## src/rtl/i2c_scl_pkg.sv

```systemverilog
package i2c_scl_pkg;

    typedef enum logic [1:0] {
        REQ_IDLE  = 2'd0,
        REQ_START = 2'd1,
        REQ_DATA  = 2'd2,
        REQ_STOP  = 2'd3
    } bus_req_e;

    typedef enum logic [3:0] {
        ST_IDLE,
        ST_HOLD,
        ST_BIT_LO,
        ST_BIT_HI,
        ST_PARK,
        ST_RS_LO,
        ST_RS_HI,
        ST_STOP_LO,
        ST_STOP_HI
    } scl_state_e;

    typedef enum logic [1:0] {
        LEN_NONE,
        LEN_LOW,
        LEN_HIGH,
        LEN_HOLD
    } len_sel_e;

endpackage

```

## src/rtl/i2c_scl_div_unpack.sv

```systemverilog
module i2c_scl_div_unpack #(
    parameter int DIV_W = 32
) (
    input  logic [DIV_W-1:0] word_a,
    input  logic [DIV_W-1:0] word_b,
    output logic [DIV_W-1:0] high_len,
    output logic [DIV_W-1:0] low_len
);
    localparam int HALF = DIV_W / 2;

    // Upper halves of both words carry the high period, lower halves the low period.
    assign high_len = {word_b[DIV_W-1:HALF], word_a[DIV_W-1:HALF]};
    assign low_len  = {word_b[HALF-1:0],     word_a[HALF-1:0]};

endmodule

```

## src/rtl/i2c_scl_phase_cnt.sv

```systemverilog
module i2c_scl_phase_cnt #(
    parameter int CNT_W = 32
) (
    input  logic             clk,
    input  logic             rst_n,
    input  logic             clr,
    input  logic             adv,
    input  logic [CNT_W-1:0] len,
    output logic             at_mid,
    output logic             at_last
);
    logic [CNT_W-1:0] cnt_q;
    logic [CNT_W-1:0] last_idx;

    // A zero length behaves as a one-cycle phase.
    assign last_idx = (len == '0) ? '0 : (len - 1'b1);
    assign at_last  = (cnt_q == last_idx);
    assign at_mid   = (cnt_q == (len >> 1));

    always_ff @(posedge clk or negedge rst_n) begin
        if (!rst_n) begin
            cnt_q <= '0;
        end else if (clr) begin
            cnt_q <= '0;
        end else if (adv && !at_last) begin
            cnt_q <= cnt_q + 1'b1;
        end
    end

    // a stalled count (stretch) keeps its value
    a_r5_count_frozen : assert property (@(posedge clk) disable iff (!rst_n)
        (!clr && !adv) |=> $stable(cnt_q));

endmodule

```

## src/rtl/i2c_scl_fsm.sv

```systemverilog
module i2c_scl_fsm
    import i2c_scl_pkg::*;
(
    input  logic     clk,
    input  logic     rst_n,
    input  logic     enable,
    input  logic [1:0] bus_req,
    input  logic     scl_in,
    input  logic     at_mid,
    input  logic     at_last,
    output len_sel_e len_sel,
    output logic     cnt_clr,
    output logic     cnt_adv,
    output logic     req_taken,
    output logic     scl_out,
    output logic     sda_chg,
    output logic     sda_smp,
    output logic     start_mark,
    output logic     stop_mark
);
    scl_state_e state_q;
    scl_state_e state_d;
    bus_req_e   req;
    logic       is_high_ph;
    logic       is_low_ph;
    logic       phase_end;
    logic       take;

    assign req        = bus_req_e'(bus_req);
    assign is_high_ph = (state_q == ST_BIT_HI) || (state_q == ST_RS_HI) || (state_q == ST_STOP_HI);
    assign is_low_ph  = (state_q == ST_BIT_LO) || (state_q == ST_RS_LO) || (state_q == ST_STOP_LO);

    // High phases advance only while the wire is really high.
    assign cnt_adv   = is_low_ph || (state_q == ST_HOLD) || (is_high_ph && scl_in);
    assign phase_end = cnt_adv && at_last;
    assign cnt_clr   = !enable || phase_end || (state_q == ST_IDLE) || (state_q == ST_PARK);
    assign req_taken = take && enable;

    function automatic scl_state_e dispatch(input bus_req_e r);
        scl_state_e nxt;
        unique case (r)
            REQ_START: nxt = ST_RS_LO;
            REQ_DATA:  nxt = ST_BIT_LO;
            REQ_STOP:  nxt = ST_STOP_LO;
            default:   nxt = ST_PARK;
        endcase
        return nxt;
    endfunction

    // Next-state logic
    always_comb begin
        state_d = state_q;
        take    = 1'b0;
        unique case (state_q)
            ST_IDLE: begin
                if (req == REQ_START) begin
                    state_d = ST_HOLD;
                    take    = 1'b1;
                end
            end
            ST_HOLD, ST_BIT_HI: begin
                if (phase_end) begin
                    state_d = dispatch(req);
                    take    = (req != REQ_IDLE);
                end
            end
            ST_PARK: begin
                state_d = dispatch(req);
                take    = (req != REQ_IDLE);
            end
            ST_BIT_LO:  if (phase_end) state_d = ST_BIT_HI;
            ST_RS_LO:   if (phase_end) state_d = ST_RS_HI;
            ST_RS_HI:   if (phase_end) state_d = ST_HOLD;
            ST_STOP_LO: if (phase_end) state_d = ST_STOP_HI;
            ST_STOP_HI: if (phase_end) state_d = ST_IDLE;
            default:    state_d = ST_IDLE;
        endcase
    end

    // State register
    always_ff @(posedge clk or negedge rst_n) begin
        if (!rst_n) begin
            state_q <= ST_IDLE;
        end else if (!enable) begin
            state_q <= ST_IDLE;
        end else begin
            state_q <= state_d;
        end
    end

    // Output decode
    always_comb begin
        scl_out    = 1'b1;
        sda_chg    = 1'b0;
        sda_smp    = 1'b0;
        start_mark = 1'b0;
        stop_mark  = 1'b0;
        len_sel    = LEN_NONE;
        unique case (state_q)
            ST_IDLE: begin
                scl_out = 1'b1;
            end
            ST_HOLD: begin
                start_mark = 1'b1;
                len_sel    = LEN_HOLD;
            end
            ST_BIT_LO: begin
                scl_out = 1'b0;
                sda_chg = at_mid;
                len_sel = LEN_LOW;
            end
            ST_BIT_HI: begin
                sda_smp = at_mid && scl_in;
                len_sel = LEN_HIGH;
            end
            ST_PARK: begin
                scl_out = 1'b0;
            end
            ST_RS_LO: begin
                scl_out = 1'b0;
                sda_chg = at_mid;
                len_sel = LEN_LOW;
            end
            ST_RS_HI: begin
                len_sel = LEN_HIGH;
            end
            ST_STOP_LO: begin
                scl_out   = 1'b0;
                sda_chg   = at_mid;
                stop_mark = 1'b1;
                len_sel   = LEN_LOW;
            end
            ST_STOP_HI: begin
                stop_mark = 1'b1;
                len_sel   = LEN_HIGH;
            end
            default: begin
                scl_out = 1'b1;
            end
        endcase
    end

    // one cycle after enable drops the bus is released
    a_r10_disable_release : assert property (@(posedge clk) disable iff (!rst_n)
        !enable |=> (scl_out && !start_mark && !stop_mark));

    // a start hold is only ever entered with SCL already high
    a_r3_start_from_high : assert property (@(posedge clk) disable iff (!rst_n)
        $rose(start_mark) |-> $past(scl_out));

    // the stop condition ends with SCL released
    a_r6_stop_release : assert property (@(posedge clk) disable iff (!rst_n)
        $fell(stop_mark) |-> scl_out);

    // SDA is never sampled while the wire is held low
    a_r5_smp_line_high : assert property (@(posedge clk) disable iff (!rst_n)
        sda_smp |-> scl_in);

    // requests are accepted only at phase boundaries, in idle or parked
    a_r8_take_boundary : assert property (@(posedge clk) disable iff (!rst_n)
        req_taken |-> ((state_q == ST_IDLE) || (state_q == ST_PARK) || phase_end));

endmodule

```

## src/rtl/i2c_scl_timer.sv

```systemverilog
module i2c_scl_timer
    import i2c_scl_pkg::*;
#(
    parameter int DIV_W  = 32,
    parameter int HOLD_W = 16
) (
    input  logic              clk,
    input  logic              rst_n,
    input  logic              enable,
    input  logic [DIV_W-1:0]  div_a,
    input  logic [DIV_W-1:0]  div_b,
    input  logic [HOLD_W-1:0] hold_len,
    input  logic [1:0]        bus_req,
    input  logic              scl_in,
    output logic              req_taken,
    output logic              scl_out,
    output logic              sda_chg,
    output logic              sda_smp,
    output logic              start_mark,
    output logic              stop_mark
);
    localparam int CNT_W = (DIV_W > HOLD_W) ? DIV_W : HOLD_W;

    logic [DIV_W-1:0] high_len;
    logic [DIV_W-1:0] low_len;
    logic [CNT_W-1:0] ph_len;
    len_sel_e         len_sel;
    logic             cnt_clr;
    logic             cnt_adv;
    logic             at_mid;
    logic             at_last;

    i2c_scl_div_unpack #(.DIV_W(DIV_W)) u_unpack (
        .word_a   (div_a),
        .word_b   (div_b),
        .high_len (high_len),
        .low_len  (low_len)
    );

    always_comb begin
        unique case (len_sel)
            LEN_LOW:  ph_len = CNT_W'(low_len);
            LEN_HIGH: ph_len = CNT_W'(high_len);
            LEN_HOLD: ph_len = CNT_W'(hold_len);
            default:  ph_len = '0;
        endcase
    end

    i2c_scl_phase_cnt #(.CNT_W(CNT_W)) u_cnt (
        .clk     (clk),
        .rst_n   (rst_n),
        .clr     (cnt_clr),
        .adv     (cnt_adv),
        .len     (ph_len),
        .at_mid  (at_mid),
        .at_last (at_last)
    );

    i2c_scl_fsm u_fsm (
        .clk        (clk),
        .rst_n      (rst_n),
        .enable     (enable),
        .bus_req    (bus_req),
        .scl_in     (scl_in),
        .at_mid     (at_mid),
        .at_last    (at_last),
        .len_sel    (len_sel),
        .cnt_clr    (cnt_clr),
        .cnt_adv    (cnt_adv),
        .req_taken  (req_taken),
        .scl_out    (scl_out),
        .sda_chg    (sda_chg),
        .sda_smp    (sda_smp),
        .start_mark (start_mark),
        .stop_mark  (stop_mark)
    );

endmodule

```

## config.mk

```make
export PLATFORM = sky130hd
export DESIGN_NAME = i2c_scl_timer
export DESIGN_NICKNAME = d
export VERILOG_FILES = /design/src/rtl/i2c_scl_pkg.sv /design/src/rtl/i2c_scl_div_unpack.sv /design/src/rtl/i2c_scl_phase_cnt.sv /design/src/rtl/i2c_scl_fsm.sv /design/src/rtl/i2c_scl_timer.sv
export SDC_FILE = /design/constraint.sdc
export NUM_CORES = 1
export LEC_CHECK = 0
export BUFFER_PORTS_ARGS = -buffer_cell sky130_fd_sc_hd__buf_2
export CORE_MARGIN = 2
export CORE_UTILIZATION = 35
export DETAILED_ROUTE_END_ITERATION = 10
export SYNTH_ARGS = -nofsm -noshare
export SYNTH_HDL_FRONTEND = slang
export SYNTH_HIERARCHICAL = 1
export SYNTH_SLANG_ARGS = --single-unit
```

## constraint.sdc

```tcl
create_clock -name clk -period 12.6 [get_ports clk]
set_input_delay 0.63 -clock clk [delete_from_list [all_inputs] [get_ports clk]]
set_output_delay 0.63 -clock clk [all_outputs]
set_load 0.005 [all_outputs]
```

==> flow_summary.toml, run 1 <==
[synthesis]
synth_area_leader_cell = "dfrtp_1"
synthCells = 715
syn_area_per_cell_sq_um = 7.787
ys_types = 77
synth_edf_count = 0
ys_warn_count = 6
synth_seq_cells = 36
ys.flop_type = "dfrtp_1"
synth_seq_area_share = 0.1618
async_flop_share = 1.000
yosys.area.top_type_share = 0.1618
syn_area_sq_um = 5568
synth_nets = 803
synth_area_leaders = "dfrtp_1 16%, buf_4 9.0%, xor2_1 6.9%"

[critical_path]
max_stage_delay_ns = 0.88
endpoint_kind = "output port"
cp_cell_sequence = "inv_1 -> nor2_1 -> a21boi_1 -> o21ai_2 -> mux2_4 -> a22o_1 -> inv_1 -> ha_1 -> nor4b_1 -> nand4_1 -> or3_1 -> or3_1 -> o21ai_0 -> nand4_1 -> or4_1 -> nor2_1 -> a31oi_1 -> nor3_2 -> buf_2"
critPathTopFamily = "simple AND/OR/NAND/NOR gates"
worstPathMaxFanout = 18
crit_required_ns = 11.97
arrival_ns = 7.28
criticalPathCategory = "flop to output port"
crit_path_start_kind = "flop"
critical_path_buf_inv_count = 3
cp_slowest_cell = "o21ai_2"

[min_path]
holdCritPathClass = "input port to async pin"

[die]
core_area_sq_um = 15710
dieArea_sq_um = 16930
row_count = 46
ios = 92
initial_utilization = 0.3544
die_height_um = 130.1
die_w_um = 130.1

[grt]
grt_pass1_wl_um = 24540
grt_pass1_vias = 4547
grt_max_degree = 47
antenna_found_initial = 0
grtUsageTotal = 0.1822
grt_overflow = 0

[layout]
mostFrequentLayoutCell = "buf_2"
finish.utilization = 0.3545
final_cell_count_no_fill = 895
fin_nets = 767
final_cell_mix = "91 x buf_2, 44 x xor2_1, 43 x nor2_1, 37 x a21oi_1, 36 x dfrtp_1"
areaGrowthSynthToFinish_pct = 0.04490
drive_above_1_share = 0.2018
num_antenna_cells = 0

[route]
via_count = 5201
drt_iter0_drc = 487
drt-pass1-iter-count = 5
routed_wl_um = 15660
antenna_left = 0
wl_per_cell_um = 17.50
viasPerCell = 5.811
drc = 0

[outcome]
outcome = "finished, final reports clean"

[timing]
worst_pin_slew_ns = 1.128
fin_tns_setup_ns = 0
timing.final.crit_period_ns = 7.913
layout_setup_ws_ns = 4.687
max-slew-margin-rel = 0.2481
timing.final.crit_share = 0.6280
max_freq_mhz = 126.4
setup_viol = 0
skew_ns = 0.002037
drv_slew = 0
hold_viol_final = 0
rsz0062_at_grt = "no"

[pwr]
cellPowerDensity_nw_per_um2 = 295.0
finalPower_mw = 1.643
max-vdd-ir-drop_mv = 0.1286
p_leak_nw = 2.363

[clock_network]
clkSinkCount = 36
clockBufferDepth = 2
cts_hold_buf = 0
clock_latency_ns = 0.28
cts.clk_slew.worst_paths_ns = 0.05
cts_setup_buffers = 0
cts-resized-gates = 0
htreeDepth = 2
cts_root_buf = "clkbuf_16"
cts_tree = "done"
cts_buffers = 5

[place]
gp_congestion = 1.034
dp_hpwl_um = 11640
port-buffer-count = 91
dp_slack_ns = 5.028
placed_cells = 888

[flow_run]
drv_cap = 0
-- routing by layer --
| layer | vias to the layer above | wire, um | track usage |
|---|---|---|---|
| met5 | - | 0 | 0 |
| met4 | 0 | 260 | 0.03795 |
| met3 | 28 | 1259 | 0.02993 |
| met2 | 238 | 6764 | 0.2803 |
| met1 | 2437 | 7373 | 0.2677 |
| li1 | 2498 | - | - |
-- where the power goes --
group          switching [mW]  internal (mW)
registers              0.0198          0.120
clock network          0.0446         0.0718
logic                   0.861          0.526
-- cells in the mapped netlist (all sizes together), types with 19 or more instances --
| cell | n |
|---|---|
| a21oi | 37 |
| a22o | 33 |
| buf | 87 |
| clkbuf | 50 |
| dfrtp | 36 |
| mux2 | 30 |
| nand2 | 28 |
| nor2 | 43 |
| nor2b | 21 |
| nor3 | 25 |
| nor4 | 28 |
| o21ai | 19 |
| or4 | 30 |
| xor2 | 44 |
-- final cells by class --
type	instances	area [sq um]
Multi-Input combinational cell	524	3720
Fill cell	1650	10140
Tap cell	216	270.3
Sequential cell	36	900.9
Clock inverter	1	5.005
Inverter	18	67.56
Timing Repair Buffer	94	478.0
Clock buffer	6	128.9
-- state kept, by name (all words and copies together) (netlist names) --
register and cells:
u_cnt/cnt_q 32, u_fsm/state_q 4
-- logic make-up after synthesis --
family / synth area share
xor+xnor: 0.09595
mux: 0.08180
fa+ha+maj: 0.004494
compound gates: 0.2059
simple gates: 0.2793
flops: 0.1618
buf+inv: 0.1708
-- through the flow --
stage                     hold slack (ns)  area (sq um)
final                              0.4536          5570
after global routing               0.5256          5570
after CTS                          0.4965          5570
after detailed placement           0.6516          5436
after global placement             0.6548          5436
after floorplan                    0.3344          5568
-- path summary, 6_finish.rpt --
check                                             start                      endpoint  slack (ns)  cells after the start
max                        u_fsm/state_q[1]$_DFFE_PN0P_                     req_taken        4.69                     19
min                                               rst_n  u_fsm/state_q[2]$_DFFE_PN0P_        0.45                      1
max reg2reg                u_fsm/state_q[1]$_DFFE_PN0P_   u_cnt/cnt_q[20]$_DFFE_PN0P_        4.88                     18
min reg2reg                 u_cnt/cnt_q[25]$_DFFE_PN0P_   u_cnt/cnt_q[25]$_DFFE_PN0P_        0.67                      2
max in group asynchronous                         rst_n   u_cnt/cnt_q[21]$_DFFE_PN0P_       11.63                      1
min in group clk                                 enable  u_fsm/state_q[3]$_DFFE_PN0P_        0.65                      2
No activity file was read; power rests on OpenSTA's default activity.
==> inputs of run 2 (changes only) <==
--- a/config.mk
+++ b/config.mk
@@ -5,6 +5,7 @@
 export SDC_FILE = /design/constraint.sdc
 export NUM_CORES = 1
 export LEC_CHECK = 0
+export ABC_AREA = 1
 export BUFFER_PORTS_ARGS = -buffer_cell sky130_fd_sc_hd__buf_2
 export CORE_MARGIN = 2
 export CORE_UTILIZATION = 35
==> constraint.sdc (replaced) <==
create_clock -name clk -period 6.7 [get_ports clk]
set_input_delay 0.335 -clock clk [delete_from_list [all_inputs] [get_ports clk]]
set_output_delay 0.335 -clock clk [all_outputs]
set_load 0.005 [all_outputs]
==> run 2 against run 1 <==
  * Worst hold slack lost 0.30 ns
  * Routed wire length grew 36%
  * Non-clock buffer count shrank 1
  * Via count grew 35%
  * Register-to-register slack lost 3.9 ns
  * First-iteration DRC count grew 29%
  * Synthesized cell count grew 50%
  * Critical path type unchanged
  * Critical endpoint unchanged
  * Largest cell class unchanged
==> flow_summary.toml, run 2 <==
[critical_path]
endpoint_kind = "output port"
cp_slowest_cell = "nor2_2"
crit_top_cell = "nand2_1"
max_stage_delay_ns = 0.47
criticalPathCategory = "flop to output port"
crit_required_ns = 6.36
crit_path_start_kind = "flop"
arrival_ns = 5.39
worstPathMaxFanout = 34

[synthesis]
synth_nets = 1158
syn_area_sq_um = 6085
synth_seq_area_share = 0.1481
ys.flop_type = "dfrtp_1"
synth_edf_count = 0
synth_seq_cells = 36
ys_warn_count = 6
ys_types = 42
yosys.area.top_type_share = 0.1943
synth.top_cells.by_count = "315 x nand2_1, 141 x nand3_1, 130 x nor2_1, 113 x inv_1, 68 x nand4_1"
synth_area_leaders = "nand2_1 19%, dfrtp_1 15%, nand3_1 12%"
async_flop_share = 1.000
syn_area_per_cell_sq_um = 5.687
synth_area_leader_cell = "nand2_1"
synth.most_common_cell = "nand2_1"
synthCells = 1070

[timing]
skew_ns = 0.002445
timing.final.crit_share = 0.8542
fin_tns_setup_ns = 0
timing.final.crit_period_ns = 5.723
hold_viol_final = 0
max_freq_mhz = 174.7
setup_viol = 0
rsz0062_at_grt = "no"
worst_pin_slew_ns = 1.034
max-slew-margin-rel = 0.3106
drv_slew = 0

[flow_run]
drv_cap = 0

[layout]
drive_above_1_share = 0.1255
regMostFlops = "u_cnt/cnt_q"
mostFrequentLayoutCell = "nand2_1"
largest_reg_flops = 32
areaGrowthSynthToFinish_pct = 2.982
finish.utilization = 0.3661
fin_nets = 1155
final_cell_mix = "315 x nand2_1, 141 x nand3_1, 130 x nor2_1, 113 x inv_1, 91 x buf_2"
num_antenna_cells = 0
largestRegisters = "u_cnt/cnt_q (32), u_fsm/state_q (4)"

[die]
initial_utilization = 0.3555
dieArea_sq_um = 18460
die_height_um = 135.9
core_area_sq_um = 17120
row_count = 48
ios = 92
die_w_um = 135.9

[route]
wl_per_cell_um = 16.51
drt_iter0_drc = 629
routed_wl_um = 21350
via_count = 6997
antenna_left = 0
viasPerCell = 5.411
drc = 0
drt-pass1-iter-count = 5

[clock_network]
clockBufferDepth = 2
clkSinkCount = 36
clock_latency_ns = 0.28
cts_root_buf = "clkbuf_16"
cts_hold_buf = 0
cts_buffers = 5
cts_tree = "done"
cts-resized-gates = 0
htreeDepth = 2
cts_setup_buffers = 0
cts.clk_slew.worst_paths_ns = 0.05

[place]
port-buffer-count = 91
dp_hpwl_um = 17070
gp_congestion = 1.015

[grt]
antenna_found_initial = 0
grt_pass1_wl_um = 33810
grt_max_degree = 65
grt_pass1_vias = 6492
grt_overflow = 0
grtUsageTotal = 0.2347

[pwr]
p_leak_nw = 3.215
cellPowerDensity_nw_per_um2 = 500.8
max-vdd-ir-drop_mv = 0.5423

[outcome]
outcome = "finished, final reports clean"

[min_path]
holdCritPathClass = "input port to async pin"
## run 2: changes by cell type in the layout (fill, tap and decap cells not counted), moves of 32 or more
| cell | before | now |
|---|---|---|
| nand4_1 | 14 | 68 |
| inv_1 | 17 | 113 |
| nor2_1 | 43 | 130 |
| nand2_1 | 28 | 315 |
| a22o_1 | 33 | 0 |
| a21oi_1 | 37 | 5 |
| nand3_1 | 18 | 141 |
## run 2: cell type report
type | count | area, sq um
Tap cell | 225 | 281.5
Multi-Input combinational cell | 813 | 4019
Clock buffer | 8 | 146.4
Sequential cell | 36 | 900.9
Timing Repair Buffer | 93 | 470.5
Inverter | 118 | 447.9
Fill cell | 1923 | 10850
## run 2: kinds of logic (layout without fill, tap and decap cells)
family | Yosys count | after routing | share of synthesized area
DFF | 36 | 36 | 0.1481
xor gates and xnor gates | 45 | 45 | 0.06478
and+or+nand+nor | 724 | 724 | 0.5478
AOI/OAI and AO/OA | 42 | 42 | 0.04380
adders and majority gates | 2 | 2 | 0.004112
buffers and inverters | 221 | 219 | 0.1914
## run 2: where the power goes
group          internal [mW]  switching (mW)
Sequential             0.227          0.0159
Combinational          0.753            1.91
Clock                  0.148          0.0880
## run 2: through the flow
step	instance area (sq um)	hold WS [ns]	total power, mW	worst slack [ns]	std cells
after global placement	6120	0.4864	2.850	1.064	1285
final	6266	0.1514	3.138	0.9770	1293
after floorplan	6085	0.03941	2.324	2.705	1070
after CTS	6266	0.1832	3.079	1.022	1293
after global routing	6266	0.2250	3.443	0.3222	1293
after detailed placement	6120	0.4858	2.829	1.054	1285
## run 2: metal layers
| metal | track usage | routed length [um] | part of all wire |
|---|---|---|---|
| met1 | 0.3081 | 9233 | 0.43 |
| met3 | 0.03095 | 1446 | 0.068 |
| met5 | 0 | 0 | 0 |
| met2 | 0.4001 | 10070 | 0.47 |
| met4 | 0.07176 | 600 | 0.028 |
## run 2: final timing paths
| path | depth (start not counted) | from | end | slack, ns |
|---|---|---|---|---|
| hold / removal | 1 | rst_n | u_cnt/cnt_q[26]$_DFFE_PN0P_ | 0.15 |
| setup reg to reg | 27 | u_fsm/state_q[0]$_DFFE_PN0P_ | u_cnt/cnt_q[25]$_DFFE_PN0P_ | 0.99 |
| hold reg to reg | 2 | u_fsm/state_q[1]$_DFFE_PN0P_ | u_fsm/state_q[1]$_DFFE_PN0P_ | 0.55 |
| min in group clk | 3 | enable | u_fsm/state_q[3]$_DFFE_PN0P_ | 0.37 |
| max in group asynchronous | 1 | rst_n | u_cnt/cnt_q[11]$_DFFE_PN0P_ | 6.03 |
| setup / recovery | 26 | u_fsm/state_q[0]$_DFFE_PN0P_ | req_taken | 0.98 |
## run 2: worst max-delay path: cells and delay by family, from the launching register on
kind | cells | cell delay [ns]
adder cells (fa/ha/maj) | 1 | 0.28
AND/OR/NAND/NOR | 16 | 2.90
buffers and inverters | 6 | 1.19
AO/OA/AOI/OAI | 3 | 0.25
flip-flops | 1 | 0.45
